### src/rtl/rx_deframer_pkg.sv
package rx_deframer_pkg;

  localparam logic [7:0] SFD_CODE = 8'hD5;

  typedef enum logic [2:0] {
    ST_IDLE,
    ST_SKIP,
    ST_HUNT,
    ST_DATA,
    ST_DROP
  } rxState_t;

  typedef struct packed {
    logic startPkt;
    logic skipStep;
    logic huntStep;
    logic dataStep;
  } ctlStrobe_t;

endpackage

### src/rtl/rxd_datapath.sv
module rxd_datapath
  import rx_deframer_pkg::*;
#(
  parameter int SKIP_BITS = 10,
  parameter int BYTE_W    = 8,
  parameter int COUNT_W   = 16
) (
  input  logic               clk,
  input  logic               rstN,
  input  logic               rxBit,
  input  ctlStrobe_t         strobe,
  output logic               skipLast,
  output logic               sfdHit,
  output logic               byteValid,
  output logic [BYTE_W-1:0]  rxByte,
  output logic [COUNT_W-1:0] byteCount
);

  localparam int SKIP_W = $clog2(SKIP_BITS + 1);
  localparam int BIT_W  = $clog2(BYTE_W);
  localparam logic [BIT_W-1:0] LAST_BIT = BIT_W'(BYTE_W - 1);

  logic [SKIP_W-1:0] skipCnt;
  logic [BYTE_W-1:0] huntWin;
  logic [BYTE_W-1:0] huntNext;
  logic [BYTE_W-1:0] dataSh;
  logic [BYTE_W-1:0] dataNext;
  logic [BIT_W-1:0]  bitCnt;

  // Newest bit enters at the top, so after eight shifts bit 0 holds the first arrival.
  assign huntNext = {rxBit, huntWin[BYTE_W-1:1]};
  assign dataNext = {rxBit, dataSh[BYTE_W-1:1]};
  assign sfdHit   = (huntNext == BYTE_W'(SFD_CODE));
  assign skipLast = (skipCnt == SKIP_W'(SKIP_BITS - 1));

  // Preamble discard counter: the rise-edge bit counts as the first one.
  always_ff @(posedge clk) begin
    if (!rstN) begin
      skipCnt <= '0;
    end else if (strobe.startPkt) begin
      skipCnt <= SKIP_W'(1);
    end else if (strobe.skipStep) begin
      skipCnt <= skipCnt + SKIP_W'(1);
    end
  end

  // Delimiter search window.
  always_ff @(posedge clk) begin
    if (!rstN) begin
      huntWin <= '0;
    end else if (strobe.startPkt) begin
      huntWin <= '0;
    end else if (strobe.huntStep) begin
      huntWin <= huntNext;
    end
  end

  // Byte assembly, output byte register and byte counter.
  always_ff @(posedge clk) begin
    if (!rstN) begin
      dataSh    <= '0;
      bitCnt    <= '0;
      rxByte    <= '0;
      byteValid <= 1'b0;
      byteCount <= '0;
    end else begin
      byteValid <= 1'b0;
      if (strobe.startPkt) begin
        bitCnt    <= '0;
        byteCount <= '0;
      end else if (strobe.dataStep) begin
        dataSh <= dataNext;
        bitCnt <= bitCnt + BIT_W'(1);
        if (bitCnt == LAST_BIT) begin
          rxByte    <= dataNext;
          byteValid <= 1'b1;
          if (byteCount != '1) begin
            byteCount <= byteCount + COUNT_W'(1);
          end
        end
      end
    end
  end

endmodule

### src/rtl/rxd_control.sv
module rxd_control
  import rx_deframer_pkg::*;
(
  input  logic       clk,
  input  logic       rstN,
  input  logic       carrierSense,
  input  logic       txEnable,
  input  logic       fullDuplex,
  input  logic       collision,
  input  logic       skipLast,
  input  logic       sfdHit,
  output ctlStrobe_t strobe,
  output logic       sopPulse,
  output logic       sfdPulse,
  output logic       eopPulse,
  output logic       noDelimiter
);

  rxState_t state, stateNext;
  logic     crsQ;
  logic     crsRise;
  logic     carrierHeld;
  logic     sopNext, sfdNext, eopNext, noDelimSet;

  assign crsRise     = carrierSense & ~crsQ;
  // During a half-duplex collision a missing carrier is treated as present.
  assign carrierHeld = carrierSense | (~fullDuplex & collision);

  always_comb begin
    stateNext  = state;
    strobe     = '0;
    sopNext    = 1'b0;
    sfdNext    = 1'b0;
    eopNext    = 1'b0;
    noDelimSet = 1'b0;
    unique case (state)
      ST_IDLE: begin
        if (crsRise) begin
          if (!fullDuplex && txEnable) begin
            stateNext = ST_DROP;
          end else begin
            stateNext       = ST_SKIP;
            strobe.startPkt = 1'b1;
            sopNext         = 1'b1;
          end
        end
      end
      ST_SKIP: begin
        if (!carrierHeld) begin
          stateNext  = ST_IDLE;
          eopNext    = 1'b1;
          noDelimSet = 1'b1;
        end else begin
          strobe.skipStep = 1'b1;
          if (skipLast) stateNext = ST_HUNT;
        end
      end
      ST_HUNT: begin
        if (!carrierHeld) begin
          stateNext  = ST_IDLE;
          eopNext    = 1'b1;
          noDelimSet = 1'b1;
        end else begin
          strobe.huntStep = 1'b1;
          if (sfdHit) begin
            stateNext = ST_DATA;
            sfdNext   = 1'b1;
          end
        end
      end
      ST_DATA: begin
        if (!carrierHeld) begin
          stateNext = ST_IDLE;
          eopNext   = 1'b1;
        end else begin
          strobe.dataStep = 1'b1;
        end
      end
      ST_DROP: begin
        if (!carrierSense) stateNext = ST_IDLE;
      end
      default: stateNext = ST_IDLE;
    endcase
  end

  always_ff @(posedge clk) begin
    if (!rstN) begin
      state       <= ST_IDLE;
      crsQ        <= 1'b1;
      sopPulse    <= 1'b0;
      sfdPulse    <= 1'b0;
      eopPulse    <= 1'b0;
      noDelimiter <= 1'b0;
    end else begin
      state    <= stateNext;
      crsQ     <= carrierSense;
      sopPulse <= sopNext;
      sfdPulse <= sfdNext;
      eopPulse <= eopNext;
      if (sopNext) begin
        noDelimiter <= 1'b0;
      end else if (noDelimSet) begin
        noDelimiter <= 1'b1;
      end
    end
  end

endmodule

### src/rtl/rx_deframer.sv
module rx_deframer
  import rx_deframer_pkg::*;
#(
  parameter int SKIP_BITS = 10,
  parameter int COUNT_W   = 16
) (
  input  logic               clk,
  input  logic               rstN,
  input  logic               carrierSense,
  input  logic               rxBit,
  input  logic               txEnable,
  input  logic               fullDuplex,
  input  logic               collision,
  output logic               sopPulse,
  output logic               sfdPulse,
  output logic               byteValid,
  output logic [7:0]         rxByte,
  output logic               eopPulse,
  output logic               noDelimiter,
  output logic [COUNT_W-1:0] byteCount
);

  ctlStrobe_t strobe;
  logic       skipLast;
  logic       sfdHit;

  rxd_control u_control (
    .clk          (clk),
    .rstN         (rstN),
    .carrierSense (carrierSense),
    .txEnable     (txEnable),
    .fullDuplex   (fullDuplex),
    .collision    (collision),
    .skipLast     (skipLast),
    .sfdHit       (sfdHit),
    .strobe       (strobe),
    .sopPulse     (sopPulse),
    .sfdPulse     (sfdPulse),
    .eopPulse     (eopPulse),
    .noDelimiter  (noDelimiter)
  );

  rxd_datapath #(
    .SKIP_BITS (SKIP_BITS),
    .BYTE_W    (8),
    .COUNT_W   (COUNT_W)
  ) u_datapath (
    .clk       (clk),
    .rstN      (rstN),
    .rxBit     (rxBit),
    .strobe    (strobe),
    .skipLast  (skipLast),
    .sfdHit    (sfdHit),
    .byteValid (byteValid),
    .rxByte    (rxByte),
    .byteCount (byteCount)
  );

endmodule

### config.mk
export PLATFORM = sky130hd
export DESIGN_NAME = rx_deframer
export DESIGN_NICKNAME = d
export VERILOG_FILES = /design/src/rtl/rx_deframer_pkg.sv /design/src/rtl/rxd_datapath.sv /design/src/rtl/rxd_control.sv /design/src/rtl/rx_deframer.sv
export SDC_FILE = /design/constraint.sdc
export NUM_CORES = 1
export LEC_CHECK = 0
export BUFFER_PORTS_ARGS = -buffer_cell sky130_fd_sc_hd__buf_2
export CELL_PAD_IN_SITES_DETAIL_PLACEMENT = 0
export CELL_PAD_IN_SITES_GLOBAL_PLACEMENT = 1
export CORE_MARGIN = 2
export CORE_UTILIZATION = 35
export CTS_BUF_LIST = sky130_fd_sc_hd__clkbuf_8
export DETAILED_ROUTE_END_ITERATION = 8
export PLACE_DENSITY = 0.64
export SKIP_LAST_GASP = 1
export SYNTH_ARGS = -nofsm -noshare
export SYNTH_HDL_FRONTEND = slang
export SYNTH_SLANG_ARGS = --single-unit
### constraint.sdc
create_clock -name clk -period 2.2 [get_ports clk]
set_input_delay 0.44 -clock clk [delete_from_list [all_inputs] [get_ports clk]]
set_output_delay 0.44 -clock clk [all_outputs]
set_load 0.02 [all_outputs]
[Yosys cells after proc, flatten, opt, wreduce, memory -nomap -nowiden]
Cells that the tools add are included.
Storage, ports and cells
  register bits after elaboration: 56
  input port bits: 7
  output and inout port bits: 29
  word-level logic and storage cells: 74
Cells by class
  add/sub/neg operators: 3
  equality and inequality tests: 13
  muxes and demuxes: 22
  bitwise logic cells: 8
  reduce and logical (&&, ||, !) cells: 14
Operator list (count)
  $mux 3: 8
  $add 16x1->16 const B: 1
  $ne 16x16->1 const B: 1
  $pmux 3 s5: 1
  $mux 1: 13
  $reduce_and 3->1: 3
  $eq 8x8->1 const B: 1
  $eq 3x2->1 const B: 2
  $eq 3x3->1 const B: 2
  $ne 3x3->1 const B: 2
  $reduce_or 3->1: 2
  $not 1->1: 5
  $reduce_and 5->1: 1
  $add 4x1->4 const B: 1
  $eq 4x4->1 const B: 1
  $ne 2x2->1 const B: 2
  $reduce_and 2->1: 2
  $reduce_or 2->1: 2
  $add 3x1->3 const B: 1
  $eq 3x1->1 const B: 1
  $logic_not 3->1: 1
  $and 1x1->1: 2
  $ne 2x1->1 const B: 1
  $reduce_bool 2->1: 1
  other kinds (3): 3

[Logic depth before layout (Yosys ltp)]
Gate-level depths: netlist of run 1.
  word-level depth: 7
  depth in mapped cells: 8
  mapped depth without buffers: 7

[By module]
From an unflattened synthesis of run 1, not the netlist that was laid out.
Second synthesis, totals
  cell total of the unflattened synthesis: 266
  area, all modules: 2506.2 µm²
Modules (own cells, without submodules)
  rxd_datapath: times used 1, cells each 215, area each 2062.0 µm², sequential area each 920.9 µm²
  rxd_control: times used 1, cells each 51, area each 444.2 µm², sequential area each 160.2 µm²

[Worst setup path after synthesis of run 1]
No wires, ideal clock.
  kind: register to register
  from: register u_datapath.bitCnt[0]
  to: register u_datapath.byteCount[12]
  library setup time: 117 ps
  data arrival time: 1641 ps
  data required time: 2083 ps
  setup slack: 441 ps
  stages on the path, launching flop included: 9
  path buffers: 1
  clock period less this slack: 1759 ps
  cell sequence: dfxtp_1 > ha_1 > ha_1 > nand3_2 > a211o_4 > buf_6 > nor4_2 > xnor2_1 > nor2_1
Between the ends
  longest elaborated chain between the ends: 2
Ends and longest elaborated chain
  start: declaration: line rxd_datapath.sv:28  | logic [BIT_W-1:0] bitCnt;
  start signal: assignment: line rxd_datapath.sv:73  | bitCnt <= bitCnt + BIT_W'(1);
  $eq 3x3->1: line rxd_datapath.sv:74  | if (bitCnt == LAST_BIT) begin
  $reduce_and 3->1 (no source line)
  end signal: assignment: line rxd_datapath.sv:78  | byteCount <= byteCount + COUNT_W'(1);
  end: declaration: line rxd_datapath.sv:16  | output logic [COUNT_W-1:0] byteCount
Every way passes these cells.
A chain may end at the register's enable or synchronous reset.

[Worst setup path after layout of run 1]
  from: register u_datapath.bitCnt[0]
  to: register u_datapath.byteCount[9]
Same word-level chain as after synthesis.

==> run summary, run 1 <==
The destination of the worst hold path was u_control.crsQ. For this run, the post-layout net count is 292. The cell count after synthesis came out at 244. The filler cells instantiated in the layout total 705.

The final route contains 1,761 vias. Capturing point of the worst reg2reg path: u_datapath.byteCount[9]. The number of DRC violations after detailed-routing iteration 0 is 35. The number of flops mapped to enable cells by yosys came out at 0. The worst setup path is launched from a flip-flop. Once detailed placement completed, the half-perimeter wirelength came to 3070 um. In this run the register-to-register setup slack is 0.27 ns. The fraction of final layout cells with drive strength greater than 1 was 0.231. The number of clock buffers added by TritonCTS is 5.

The logs give 1.69 mW for the total power after layout and 2.11 ns for the worst endpoint data arrival time. In the layout the commonest cells are dfxtp_1 (54), nor2_1 (53), buf_2 (35). The max-slew violation count is 0. In this run, synthesis produced a sequential element count of 54. Maximum frequency from static timing analysis: 0.519 GHz. Setup repair after global routing left no endpoint under its margin. Summed over all cells, the static leakage comes to 1.18 nW. The first detailed-routing pass ran for 4 iterations.

Power spread over the standard cell area amounts to 618 nW/um^2. Share of synthesized area occupied by flip-flops and latches: 0.455. The tools report the clock tree root buffer cell as clkbuf_8. Entering global routing, the biggest net connects 25 pins. The maximum fanout count along the critical path was 24; the maximum count of clock buffers along a single path was 2.

The count of nets left with antenna violations once routing finished came out at 0. For the clock sink count, the log shows 54. The fraction of registers with async set/reset came out at 0.

The worst hold path belongs to the class input pin to flip-flop. The leftover overflow at the end of global routing was 0; the first-pass GRT wire length was 7510 um. The final weighted congestion of routability-driven global placement is 0.785. By startpoint and endpoint, the worst setup path is classified as flip-flop to flip-flop. The worst hold path stage count is 2. The number of inserted diodes is 0. The tools report the startpoint of the most critical register-to-register path as u_datapath.bitCnt[0]. For this run, the number of Yosys warnings is 0. Summing every instance area after synthesis gives 2380 um^2. The final layout contains routed wiring with a total length of 4490 um. TritonCTS built the clock tree. For the initial antenna violation count, the log shows 0.

Clock-pin slew was measured on the worst setup and hold paths at 0.10 ns. After clock tree synthesis, the flow added hold-fix buffers numbering 0. Across the run, the number of max-cap violations was 0. At the worst endpoint, the required time is 2.39 ns. The die is 86.4 um tall. The most instantiated flip-flop cell in the synthesis netlist is dfxtp_1. The effective utilization at floorplan is 0.356, and the depth of the worst register-to-register path is 7. The run gives 0 as the remaining design rule violation count.

Dividing the detail-routed wire length by the instance count gives 12.4 um. The area growth from synthesis to layout is 15.3%. The worst setup path is captured at a flip-flop.

For the global-route usage over all layers, the log shows 0.125. The number of ports placed on the die boundary was 36. The worst-case IR drop observed on VDD is 322 uV.

For the post-synth net total, the log shows 256. The flow ran to the end, and the final reports show no timing, DRC or antenna violations. The placed cell count is 353. For the number of library cell types mapped by synthesis, the log shows 39. The floorplan step defined a die boundary enclosing 7470 um^2.

The core region is 6680 um^2. The logs give 0.410 for the share of the core filled with cells and 0 for the post-CTS repair timing setup buffer count. The final number of hold-violating endpoints was 0; the number of global-route vias before repair was 1,577. The clock insertion delay at the later pin of the skew report was 0.30 ns. For the final routed database, the setup TNS stands at 0 ns. The setup violation total in the final timing report was 0. The post-route fraction of the period consumed by the critical path was 0.876; the clock period minus worst slack was 1.93 ns. The number of port buffers was 35; the post-route non-filler standard cell count was 361.

The headroom to the max-slew limit was 0.575; the die width was 86.4 um. The average instance in the mapped netlist occupies 9.74 um^2. The setup skew after layout is 0.00666 ns. Leaving out fill and tap cells, the most frequent cell in the layout is dfxtp_1.

After floorplanning, the core was divided into 30 placement rows. The worst hold path begins at rstN. Count of H-tree levels built during CTS: 2. The slew at the pin closest to its max-slew limit came out at 0.637 ns.

In this run, post-CTS repair resized a total of 0 instances. After detailed routing, the number of vias per cell comes to 4.88.
where the power goes:
part / internal (mW) / total (mW) / leakage (nW) / switching, mW
logic: 0.0193 / 0.0585 / 0.686 / 0.0392
registers: 0.982 / 0.988 / 0.435 / 0.00591
clock network: 0.335 / 0.647 / 0.0556 / 0.312
total: 1.34 / 1.69 / 1.18 / 0.357
how the worst max path moves through the flow:
stage	from	slack, ns	endpoint	cells after the start
2_1_floorplan	u_datapath.bitCnt[0]	0.44	u_datapath.byteCount[12]	8
3_3_place_gp	fullDuplex	0.24	u_datapath.byteCount[9]	6
3_5_place_dp	fullDuplex	0.19	u_datapath.byteCount[9]	6
4_1_cts	u_datapath.bitCnt[0]	0.24	u_datapath.byteCount[9]	7
5_1_grt	u_datapath.bitCnt[0]	0.13	u_datapath.byteCount[14]	7
6_report	u_datapath.bitCnt[0]	0.27	u_datapath.byteCount[9]	7
final cells by class:
| type | count | area (um^2) | area share |
|---|---|---|---|
| multi-input combinational | 170 | 1200 | 0.436 |
| sequential | 54 | 1080 | 0.394 |
| timing repair buffer | 42 | 228 | 0.0831 |
| tap | 80 | 100 | 0.0365 |
| clock buffer | 5 | 68.8 | 0.0251 |
| clock inverter | 3 | 41.3 | 0.0151 |
| inverter | 7 | 26.3 | 0.00958 |
synth_stat cells, drive strengths merged (3+ instances only):
master   instances  area [um^2]
dfxtp           54         1080
nor2            54          205
mux2i           25          250
xnor2           16          140
buf             11         66.3
nand2            9         33.8
a211oi           8         65.1
inv              7         26.3
nand4            7         50.1
nand3            6         35.0
a2111oi          5         75.1
a21oi            5         28.8
ha               5         62.6
nor4             4         43.8
xor2             4         35.0
and3             3         18.8
and4             3         28.8
nor3             3         15.0
routing by layer:
| metal | up-vias | wire length (um) | global-route usage |
|---|---|---|---|
| met3 | 2 | 145 | 0.0286 |
| met2 | 29 | 2000 | 0.198 |
| met5 | - | 0 | 0 |
| li1 | 909 | - | - |
| met1 | 821 | 2320 | 0.171 |
| met4 | 0 | 24 | 0.0341 |
sequential cells by signal, indices dropped and copies added (netlist names), 3 cells and up:
register / cells
u_datapath.skipCnt: 4
u_datapath.byteCount: 16
u_datapath.huntWin: 7
u_control.state: 3
u_datapath.rxByte: 8
u_datapath.bitCnt: 3
u_datapath.dataSh: 7
per-stage QoR:
| step | hold WS, ns | cell area, um^2 | setup WS (ns) |
|---|---|---|---|
| after floorplan | 0.460 | 2380 | 0.441 |
| after global placement | 0.473 | 2630 | 0.236 |
| after detailed placement | 0.485 | 2630 | 0.191 |
| after CTS | 0.350 | 2740 | 0.236 |
| after global routing | 0.351 | 2740 | 0.132 |
| final | 0.364 | 2740 | 0.273 |
critical path: stages, from the launching register on:
cell       delay, ns
dfxtp_1         0.36
ha_1            0.16
ha_1            0.16
nand3_2         0.09
a211o_4         0.48
a2111oi_2       0.36
xnor2_1         0.16
nor2_1          0.05
cells by family after synthesis:
logic type               count (synthesis)  synth area share
AND/OR/NAND/NOR                         98             0.211
multiplexers                            25             0.105
AO/OA/AOI/OAI                           22            0.0868
flip-flops                              54             0.455
XOR/XNOR                                20            0.0737
buffers and inverters                   20            0.0421
adder cells (fa/ha/maj)                  5            0.0263
No activity file was read; power rests on OpenSTA's default activity.
==> inputs of run 2 (changes only) <==
--- a/config.mk
+++ b/config.mk
@@ -5,6 +5,7 @@
 export SDC_FILE = /design/constraint.sdc
 export NUM_CORES = 1
 export LEC_CHECK = 0
+export ABC_AREA = 1
 export BUFFER_PORTS_ARGS = -buffer_cell sky130_fd_sc_hd__buf_2
 export CELL_PAD_IN_SITES_DETAIL_PLACEMENT = 0
 export CELL_PAD_IN_SITES_GLOBAL_PLACEMENT = 1
@@ -12,7 +13,7 @@
 export CORE_UTILIZATION = 35
 export CTS_BUF_LIST = sky130_fd_sc_hd__clkbuf_8
 export DETAILED_ROUTE_END_ITERATION = 8
-export PLACE_DENSITY = 0.64
+export PLACE_DENSITY = 0.68
 export SKIP_LAST_GASP = 1
 export SYNTH_ARGS = -nofsm -noshare
 export SYNTH_HDL_FRONTEND = slang
==> run 2 against run 1 <==
Compared with the run above: routed wire length rose by 27%; largest power group unchanged; sequential share of layout area fell by 2.7 points; total power rose by 25%; cell count rose by 45%; worst setup slack improved by 0.13 ns; critical path depth rose by 2; global-route usage rose by 2.6 points; non-clock buffer count fell by 3.
==> run summary, run 2 <==
Cell accounting for the most synthesized area: dfxtp_1 (unchanged). The clock buffer count from CTS is 5 (unchanged). Kind of start point of the critical path: a flip-flop (unchanged). Synthesized-area fraction occupied by adder cells: 0.0244 (was 0.0263).

Final weighted congestion of routability-driven global placement: 0.797 (was 0.785). The number of ports placed on the die boundary came out at 36 (unchanged). The post-synthesis area per instance was 6.66 um^2 (was 9.74 um^2). Kind of capture point of the worst setup path: a flip-flop (unchanged).

The tools report the worst setup slack after placement as 0.364 ns (was 0.191 ns). The first-pass GRT wire length is 9520 um (was 7510 um), and the quantity of gates resized following cts is 0 (unchanged). The logs give 1.35 nW (was 1.18 nW) for the reported leakage power and 0 (unchanged) for the post-CTS repair timing setup buffer count. The tools report the post-synth net total as 397 (was 256). The number of warning messages in the yosys log was 0 (unchanged). The share of synthesized area occupied by flip-flops and latches is 0.422 (was 0.455), and the area of the mapped netlist is 2560 um^2 (was 2380 um^2).

The maximum frequency from static timing analysis was 0.556 GHz (was 0.519 GHz); the flip-flop and latch count after synthesis was 54 (unchanged). Final number of hold-violating endpoints: 0 (unchanged). The tools report the number of inserted diodes as 0 (unchanged). Flip-flop count of the largest register, all copies and words added: 16 (unchanged). Most frequent cell after synthesis: nand2_1 (was dfxtp_1).

The summed negative setup slack over all endpoints is 0 ns (unchanged), and the average vias per placed instance is 4.47 (was 4.88). Number of port buffers: 35 (unchanged). The total power divided by cell area came out at 716 nW/um^2 (was 618 nW/um^2). The number of DRC violations after detailed-routing iteration 0 is 130 (was 35). The logs give 7180 um^2 (was 6680 um^2) for the core area and 54 (unchanged) for the clock sink count.

The most instantiated flip-flop cell in the synthesis netlist was dfxtp_1 (unchanged). The number of nets still failing antenna checks after routing was 0 (unchanged). For the total die area, the log shows 8030 um^2 (was 7470 um^2). For the headroom to the max-slew limit, the log shows 0.674 (was 0.575). Type of the most critical hold path: input pin to flip-flop (unchanged). The tools report the number of filler instances in the final layout as 789 (was 705). For the max-slew violation count, the log shows 0 (unchanged). The main combinational cell family by area after synthesis is simple AND/OR/NAND/NOR gates (unchanged).

The number of maximum-capacitance violations is 0 (unchanged), and the portion of netlist area occupied by mux cells is 0 (was 0.105). The total iterations of the first detailed-routing run came out at 4 (unchanged). For the final wirelength, the log shows 5710 um (was 4490 um).

The tools report the clock insertion delay at the later pin of the skew report as 0.30 ns (about the same). The initial antenna violation count was 0 (unchanged); the die width was 89.6 um (was 86.4 um). The fraction of registers with async set/reset works out to 0 (unchanged). Leading post-synthesis cells by cell area: dfxtp_1 (42%), nand2_1 (18%), nor2_1 (9.2%) (was dfxtp_1 (45%), mux2i_1 (11%), nor2_1 (8.4%)).

Maximum fanout count along the critical path: 7 (was 24). Worst-case vdd ir drop: 409 uV (was 322 uV). The remaining design rule violation count came out at 0 (unchanged). The run gives 0.151 (was 0.125) as the global-route usage over all layers. The total power after layout came out at 2.11 mW (was 1.69 mW). Top cell types by occurrence after synthesis: nand2_1 (120), nor2_1 (63), dfxtp_1 (54) (was dfxtp_1 (54), nor2_1 (53), mux2i_1 (25)). The setup violation total in the final timing report is 0 (unchanged). The maximum count of clock buffers along a single path came out at 2 (unchanged). The clock tree root buffer cell was clkbuf_8 (unchanged).

The growth of design area from synthesis to finish works out to 14.9% (was 15.3%). The share of the synthesized netlist area taken by xor and xnor gates is 0.00683 (was 0.0737). Commonest cells after routing, fill and taps aside: nand2_1 (120), nor2_1 (63), dfxtp_1 (54) (was dfxtp_1 (54), nor2_1 (53), buf_2 (35)). The start-to-end type of the worst setup path was flip-flop to flip-flop (unchanged). The tools report the maximum number of pins on one net before global-route repair as 24 (was 25). The number of rows in the core area came out at 31 (was 30).

The fraction of final layout cells with drive strength greater than 1 was 0.151 (was 0.231). The endpoint required time on the critical path is 2.41 ns (was 2.39 ns), and the number of flops mapped to enable cells by yosys is 0 (unchanged). The post-DP HPWL came out at 4160 um (was 3070 um). TritonCTS built the clock tree. The clock period minus worst slack is 1.80 ns (was 1.93 ns), and the post-route fraction of the period consumed by the critical path is 0.817 (was 0.876). The setup skew after layout is 0.00822 ns (was 0.00666 ns). Number of library cell types mapped by synthesis: 25 (was 39).

The run gives 0.402 ns (was 0.273 ns) as the worst setup margin. The wire length per cell was 10.9 um (was 12.4 um); the post-layout net count was 435 (was 292). The register bank with the most flops is u_datapath.byteCount (unchanged). Setup repair after global routing left no endpoint under its margin. The run gives 2.00 ns (was 2.11 ns) as the worst endpoint data arrival time. The portion of synthesized cell area occupied by the leading cell type is 0.422 (was 0.455).

The leading cell type in the layout, fill and taps excluded was nand2_1 (was dfxtp_1). The leftover overflow at the end of global routing was 0 (unchanged). Biggest registers after layout: u_datapath.byteCount x16, u_datapath.rxByte x8 (unchanged). The slew at the pin closest to its max-slew limit was 0.488 ns (was 0.637 ns). Effective utilization at floorplan: 0.357 (was 0.356).

Post-synthesis instance total: 385 (was 244). The height of the chip was 89.6 um (was 86.4 um); the post-synthesis simple-gate area fraction was 0.391 (was 0.211). The compound-gate portion of the synthesized area came out at 0.0639 (was 0.0868).

The number of hold buffers added after cts was 0 (unchanged). The run finished with clean final reports. Number of vias after detailed routing: 2,338 (was 1,761). The tools report the count of H-tree levels built during CTS as 2 (unchanged).

The number of global-route vias before repair was 2,086 (was 1,577). The clock slew at the register clock pins of the worst setup and hold paths was 0.10 ns (about the same).
run 2: cell count changes in the layout (fill, tap and decap cells not counted), sizes merged, moves of 4 or more:
cell	change
nor3	+4
nor2	+15
mux2i	-25
a211oi	-8
a2111oi	-5
o21ai	+7
inv	+40
a21oi	+15
nand2	+112
nand4	-6
nand3	+29
xnor2	-15
run 2: worst paths after layout:
path                                      startpoint                 endpoint  slack [ns]  depth (start not counted)
worst min-delay path                    carrierSense           u_control.crsQ        0.39                          3
worst min register to register  u_datapath.dataSh[2]     u_datapath.rxByte[1]        0.46                          2
worst max-delay path            u_datapath.bitCnt[0]  u_datapath.byteCount[9]        0.40                          9
worst max register to register  u_datapath.bitCnt[0]  u_datapath.byteCount[9]        0.40                          9
run 2: kinds of logic after synthesis:
family	after synthesis
XOR/XNOR	2
buffers and inverters	56
adder cells (fa/ha/maj)	5
AO/OA/AOI/OAI	31
flip-flops	54
AND/OR/NAND/NOR	237
run 2: through the flow:
stage	cell area, um^2	cells	hold WS (ns)	util
CTS	2950	523	0.381	0.411
finish	2950	523	0.388	0.411
global route	2950	523	0.405	0.411
global placement	2840	515	0.452	0.395
floorplan	2560	385	0.436	-
detailed placement	2840	515	0.450	0.395
run 2: metal layers:
layer  track usage  part of all wire  vias to the layer above
li1              -                 -                     1266
met1         0.202              0.50                     1044
met2         0.249              0.46                       26
met3        0.0283             0.029                        2
met4        0.0448            0.0072                        0
met5             0                 0                        -
run 2: where the power goes:
group          internal (mW)  total (mW)  switching, mW  leakage (nW)
combinational          0.133       0.385          0.252         0.854
sequential              1.03        1.09         0.0581         0.436
clock                  0.319       0.636          0.317        0.0575
total                   1.48        2.11          0.628          1.35
run 2: cell type report:
| type | instances | area [um^2] | share of cell area |
|---|---|---|---|
| Clock buffer | 8 | 110 | 0.0374 |
| Inverter | 48 | 180 | 0.0611 |
| Multi-Input combinational cell | 275 | 1250 | 0.423 |
| Sequential cell | 54 | 1080 | 0.367 |
| Tap cell | 99 | 124 | 0.0420 |
| Timing Repair Buffer | 39 | 205 | 0.0696 |
run 2: critical path, cell delays in order, from the launching register on:
cell and delay (ns):
dfxtp_1 0.36, ha_1 0.16, ha_1 0.31, inv_2 0.13, nor3_2 0.23, nand2_1 0.13, nor2_1 0.16, nand3_1 0.10
nand2_1 0.09, nor2_1 0.03
